### config.mk
export PLATFORM = sky130hd
export DESIGN_NAME = nibble_pq
export DESIGN_NICKNAME = d
export VERILOG_FILES = /design/src/rtl/nibble_pq_pkg.sv /design/src/rtl/pq_lowest_pick.sv /design/src/rtl/pq_slot_write.sv /design/src/rtl/nibble_pq.sv
export SDC_FILE = /design/constraint.sdc
export NUM_CORES = 1
export LEC_CHECK = 0
export ABC_CLOCK_PERIOD_IN_PS = 3400
export CORE_ASPECT_RATIO = 1.4
export CORE_MARGIN = 2
export CORE_UTILIZATION = 47
export CTS_CLUSTER_SIZE = 20
export DETAILED_ROUTE_END_ITERATION = 8
export HOLD_SLACK_MARGIN = 0.08
export PLACE_DENSITY = 0.87
export RECOVER_POWER = 100
export SLEW_MARGIN = 20
export SYNTH_ARGS = -nofsm -noshare
export SYNTH_HDL_FRONTEND = slang
export SYNTH_SLANG_ARGS = --single-unit
### constraint.sdc
create_clock -name clk -period 3.4 [get_ports clk]
set_input_delay 0.85 -clock clk [delete_from_list [all_inputs] [get_ports clk]]
set_output_delay 0.85 -clock clk [all_outputs]
set_load 0.01 [all_outputs]
### src/rtl/nibble_pq_pkg.sv
package nibble_pq_pkg;
  localparam int unsigned PQ_SLOTS  = 6;
  localparam int unsigned PQ_ITEM_W = 4;
  localparam int unsigned PQ_WORD_W = 32;
endpackage

### src/rtl/pq_lowest_pick.sv
module pq_lowest_pick #(
  parameter int unsigned N = 6
) (
  input  logic [N-1:0] req,
  output logic [N-1:0] onehot,
  output logic         any
);
  logic seen;
  always_comb begin
    seen   = 1'b0;
    onehot = '0;
    for (int i = 0; i < int'(N); i++) begin
      onehot[i] = req[i] & ~seen;
      seen      = seen | req[i];
    end
    any = seen;
  end
endmodule

### src/rtl/pq_slot_write.sv
module pq_slot_write #(
  parameter int unsigned SLOTS  = 6,
  parameter int unsigned ITEM_W = 4,
  parameter int unsigned WORD_W = 32
) (
  input  logic [WORD_W-1:0] word_in,
  input  logic [SLOTS-1:0]  sel,
  input  logic [ITEM_W-1:0] new_item,
  input  logic              new_flag,
  output logic [ITEM_W-1:0] old_item,
  output logic [WORD_W-1:0] word_out
);
  localparam int unsigned FLAG_LSB = SLOTS * ITEM_W;

  logic [SLOTS-1:0][ITEM_W-1:0] picked;

  for (genvar k = 0; k < int'(SLOTS); k++) begin : g_slot
    assign picked[k] = sel[k] ? word_in[k*ITEM_W +: ITEM_W] : '0;
    assign word_out[k*ITEM_W +: ITEM_W] =
      sel[k] ? new_item : word_in[k*ITEM_W +: ITEM_W];
    assign word_out[FLAG_LSB + k] = sel[k] ? new_flag : word_in[FLAG_LSB + k];
  end

  if (WORD_W > FLAG_LSB + SLOTS) begin : g_upper
    assign word_out[WORD_W-1:FLAG_LSB+SLOTS] = word_in[WORD_W-1:FLAG_LSB+SLOTS];
  end

  always_comb begin
    old_item = '0;
    for (int k = 0; k < int'(SLOTS); k++) old_item = old_item | picked[k];
  end
endmodule

### src/rtl/nibble_pq.sv
module nibble_pq
  import nibble_pq_pkg::*;
#(
  parameter int unsigned SLOTS  = PQ_SLOTS,
  parameter int unsigned ITEM_W = PQ_ITEM_W,
  parameter int unsigned WORD_W = PQ_WORD_W
) (
  input  logic              clk,
  input  logic              rst_n,
  input  logic              pop_req,
  input  logic              push_req,
  input  logic [ITEM_W-1:0] push_item,
  input  logic              load_en,
  input  logic [WORD_W-1:0] load_word,
  output logic [ITEM_W-1:0] pop_item,
  output logic              pop_valid,
  output logic              empty,
  output logic              full,
  output logic [WORD_W-1:0] state_word
);
  localparam int unsigned FLAG_LSB = SLOTS * ITEM_W;
  localparam int unsigned USED_W   = FLAG_LSB + SLOTS;
  localparam logic [WORD_W-1:0] KEEP_MASK  = WORD_W'((64'd1 << USED_W) - 64'd1);
  localparam logic [WORD_W-1:0] RESET_WORD = WORD_W'((64'd1 << FLAG_LSB) - 64'd1);
  localparam logic [ITEM_W-1:0] FREE_ITEM  = '1;

  logic [WORD_W-1:0] state_q, state_d;
  logic              state_en;
  logic [ITEM_W-1:0] pop_item_q, pop_item_d;
  logic              pop_valid_q, pop_valid_d;

  logic [SLOTS-1:0]  occ_now, occ_mid;
  logic [SLOTS-1:0]  pop_hot, push_hot, pop_sel, push_sel;
  logic              pop_any, push_room;
  logic [WORD_W-1:0] word_popped, word_pushed;
  logic [ITEM_W-1:0] pop_nib, push_unused;
  logic              do_pop, do_push;

  assign occ_now = state_q[FLAG_LSB +: SLOTS];

  // Pop stage acts on the state held before the edge.
  pq_lowest_pick #(.N(SLOTS)) u_pop_pick (
    .req(occ_now), .onehot(pop_hot), .any(pop_any)
  );

  assign do_pop  = pop_req & pop_any;
  assign pop_sel = pop_req ? pop_hot : '0;

  pq_slot_write #(.SLOTS(SLOTS), .ITEM_W(ITEM_W), .WORD_W(WORD_W)) u_pop_write (
    .word_in(state_q), .sel(pop_sel), .new_item(FREE_ITEM), .new_flag(1'b0),
    .old_item(pop_nib), .word_out(word_popped)
  );

  // Push stage acts on the word the pop stage produced.
  assign occ_mid = word_popped[FLAG_LSB +: SLOTS];

  pq_lowest_pick #(.N(SLOTS)) u_push_pick (
    .req(~occ_mid), .onehot(push_hot), .any(push_room)
  );

  assign do_push  = push_req & push_room;
  assign push_sel = push_req ? push_hot : '0;

  pq_slot_write #(.SLOTS(SLOTS), .ITEM_W(ITEM_W), .WORD_W(WORD_W)) u_push_write (
    .word_in(word_popped), .sel(push_sel), .new_item(push_item), .new_flag(1'b1),
    .old_item(push_unused), .word_out(word_pushed)
  );

  always_comb begin
    state_en    = load_en | do_pop | do_push;
    state_d     = load_en ? (load_word & KEEP_MASK) : (word_pushed & KEEP_MASK);
    pop_valid_d = do_pop & ~load_en;
    pop_item_d  = pop_valid_d ? pop_nib : FREE_ITEM;
  end

  always_ff @(posedge clk or negedge rst_n) begin
    if (!rst_n) begin
      state_q <= RESET_WORD;
    end else if (state_en) begin
      state_q <= state_d;
    end
  end

  always_ff @(posedge clk or negedge rst_n) begin
    if (!rst_n) begin
      pop_item_q  <= FREE_ITEM;
      pop_valid_q <= 1'b0;
    end else begin
      pop_item_q  <= pop_item_d;
      pop_valid_q <= pop_valid_d;
    end
  end

  assign state_word = state_q;
  assign pop_item   = pop_item_q;
  assign pop_valid  = pop_valid_q;
  assign empty      = ~|occ_now;
  assign full       = &occ_now;
endmodule

==> results.sh <==
export IMPL_status="finished with violations"
export IMPL_violations="max-capacitance violations, max-slew violations"
export IMPL_placed_area_mm2=0.00277
export IMPL_synth_top_family_by_area="compound AO/OA/AOI/OAI gates"
export IMPL_grt_pass1_vias=1828
export IMPL_cts_setup_buffers=0
export IMPL_synth_fa_ha_area_frac=0
export IMPL_dpl_hpwl_um=4000
export IMPL_ios=80
export IMPL_seq_area_um2=911
export IMPL_synth_top_area_share=0.366
export IMPL_p_per_area_mw_per_mm2=396
export IMPL_initial_core_util=0.482
export IMPL_whs_path_depth=2
export IMPL_r2r_start="state_word[25]"
export IMPL_via_count=1944
export IMPL_fin_skew_ns=0.00772
export IMPL_tritoncts="done"
export IMPL_required_ns=2.55
export IMPL_detail_route_wl_per_cell_um=16.3
export IMPL_worst_slack_ns=0.535
export IMPL_synth_cells=214
export IMPL_hold_buffers=0
export IMPL_syn_avg_cell_area_um2=9.39
export IMPL_core_mm2=0.00417
export IMPL_place_congestion=0.889
export IMPL_worst_pin_slew_ns=1.83
export IMPL_drt_wl_total_um=5410
export IMPL_numCtsBuffers=5
export IMPL_synth_simple_gate_area_frac=0.228
export IMPL_p_total_uw=1110
export IMPL_syn2layout_area_growth_pct=39.2
export IMPL_n_antenna_cell=0
export IMPL_synthTopCellsByArea="dfstp_2 37%, dfrtp_1 8.7%, nand2_1 5.6%, o21ai_0 4.7%, o22ai_1 4.0%"
export IMPL_grt_first_pass_wirelength_um=8730
export IMPL_dieHeight_um=81.4
export IMPL_slew_violations=36
export IMPL_fin_tns_setup_ns=0
export IMPL_placementRows=28
export IMPL_synth_common_cells="30 x nand2_1, 28 x dfstp_2, 19 x o21ai_0"
export IMPL_grt_setup_unrepaired="false"
export IMPL_cts_clk_slew_worst_paths_ns=0.07
export IMPL_cts_root_buf="clkbuf_8"
export IMPL_yosysTopAreaCell="dfstp_2"
export IMPL_die_x_um=59.3
export IMPL_gr_total_overflow=0
export IMPL_synth_warnings=0
export IMPL_reg2regPathDepth=5
export IMPL_min_from="state_word[9]"
export IMPL_slew_limit_headroom=-0.218
export IMPL_vdd_drop_max_mv=0.264
export IMPL_drive_above_1_share=0.150
export IMPL_dieArea_mm2=0.00482
export IMPL_multi_input_area_um2=913
export IMPL_htreeDepth=2
export IMPL_stdcell_area_mm2=0.00280
export IMPL_nFillCells=356
export IMPL_synthFlopType="dfstp_2"
export IMPL_critPathCaptureType="primary output"
export IMPL_place_ws_ns=0.767
export IMPL_synth_area_mm2=0.00201
export IMPL_route_detailed_vias_per_inst=5.86
export IMPL_synth_seq_cells=35
export IMPL_p_leak_uw=0.00111
export IMPL_cts_sinks=35
export IMPL_async_flop_share=1.00
export IMPL_first_pass_iters=4
export IMPL_path_max_fanout=16
export IMPL_path_class="flop to primary output"
export IMPL_muxShareOfSynthArea=0.00560
export IMPL_layout_nets=327
export IMPL_synth_compound_area_frac=0.238
export IMPL_fin_crit_ns=2.87
export IMPL_clockBufferDepth=2
export IMPL_hold_viol_final=0
export IMPL_port_buffers=75
export IMPL_start_kind="flop"
export IMPL_yosysMostFrequentCell="nand2_1"
export IMPL_synthXorXnorAreaFrac=0
export IMPL_max_freq_mhz=349
export IMPL_drc_errors=0
export IMPL_insertion_delay_ns=0.28
export IMPL_grt_max_degree=62
export IMPL_worstSetupStartpoint="state_word[25]"
export IMPL_ys_seq_area_frac=0.453
export IMPL_yosysUniqueCellTypes=43
export IMPL_synth_edff_count=0
export IMPL_hold_path_class="flop to flop"
export IMPL_drt_initial_drc_count=119
export IMPL_fin_crit_sh=0.843
export IMPL_cap_viol_max_count=1
export IMPL_cp_arrival_ns=2.02
export IMPL_cts_resized=0
export IMPL_final_antenna_net_count=0
export IMPL_track_usage=0.239
export IMPL_antenna_found_initial=0
export IMPL_setup_viol_count_final=0
## routing by layer
layer / track usage / share of wire
met3: 0.0334 / 0.058
met5: 0 / 0
met4: 0.120 / 0.021
met2: 0.403 / 0.52
met1: 0.291 / 0.40
## worst max-delay path: stages (launching register included)
cell	delay (ns)
dfrtp_1	0.34
clkbuf_1	0.51
nand4_1	0.16
nor2_1	0.12
dlygate4sd3_1	0.61
## logic make-up (layout without fill, tap and decap cells)
kind of cell / count (synthesis) / count (layout)
and+or+nand+nor: 75 / 75
muxes: 1 / 1
other: 1 / 2
DFF: 35 / 35
buffers and inverters: 33 / 105
AOI/OAI and AO/OA: 69 / 69
## where the power goes
| group | switching (uW) | total [uW] | leakage, uW | internal (uW) |
|---|---|---|---|---|
| Combinational | 149 | 300 | 0.000690 | 151 |
| Clock | 143 | 286 | 0.0000422 | 144 |
| Sequential | 38.8 | 523 | 0.000378 | 484 |
| Total | 331 | 1110 | 0.00111 | 778 |
## final timing paths
check | end | slack, ns
setup / recovery | full | 0.53
hold / removal | state_word[9] | 0.50
setup reg to reg | state_word[11] | 1.03
hold reg to reg | state_word[9] | 0.50
max in group asynchronous | state_word[27] | 0.76
min in group asynchronous | state_word[26] | 1.60
## cell type report
cell class | instances | area share
clock buffer | 7 | 0.0273
clock inverter | 1 | 0.00179
inverter | 17 | 0.0228
multi-input combinational | 147 | 0.326
sequential | 35 | 0.326
tap | 45 | 0.0201
timing repair buffer | 80 | 0.276
## flip-flops by register name, summed over array words and instances, names as in the netlist
signal	flops
pop_item	4
state_word	30
pop_valid	1
## stage by stage
step	hold WS (ns)	utilization	instances
after floorplan	0.484	-	215
after global placement	0.482	0.664	324
after detailed placement	0.495	0.664	324
after CTS	0.505	0.684	332
after global routing	0.518	0.671	332
final	0.499	0.671	332
## layout by cell type (no fill, tap or decap), drive strengths merged, types with 2 or more instances in the layout
cell | synthesis | layout
inv | 17 | 17
nand2 | 30 | 30
and3b | 5 | 5
a21oi | 5 | 5
or3 | 2 | 2
clkbuf | 9 | 10
conb | 1 | 2
nand4 | 5 | 5
a222oi | 4 | 4
nor2 | 14 | 14
dfrtp | 7 | 7
o41ai | 3 | 3
nor2b | 3 | 3
a221oi | 5 | 5
clkdlybuf4s50 | 0 | 36
o31ai | 4 | 4
dfstp | 28 | 28
o22ai | 13 | 13
nor4 | 6 | 6
o21ai | 21 | 21
dlygate4sd3 | 0 | 38
a22oi | 8 | 8
buf | 7 | 3
Note: power is estimated with default switching activity, not from simulation.
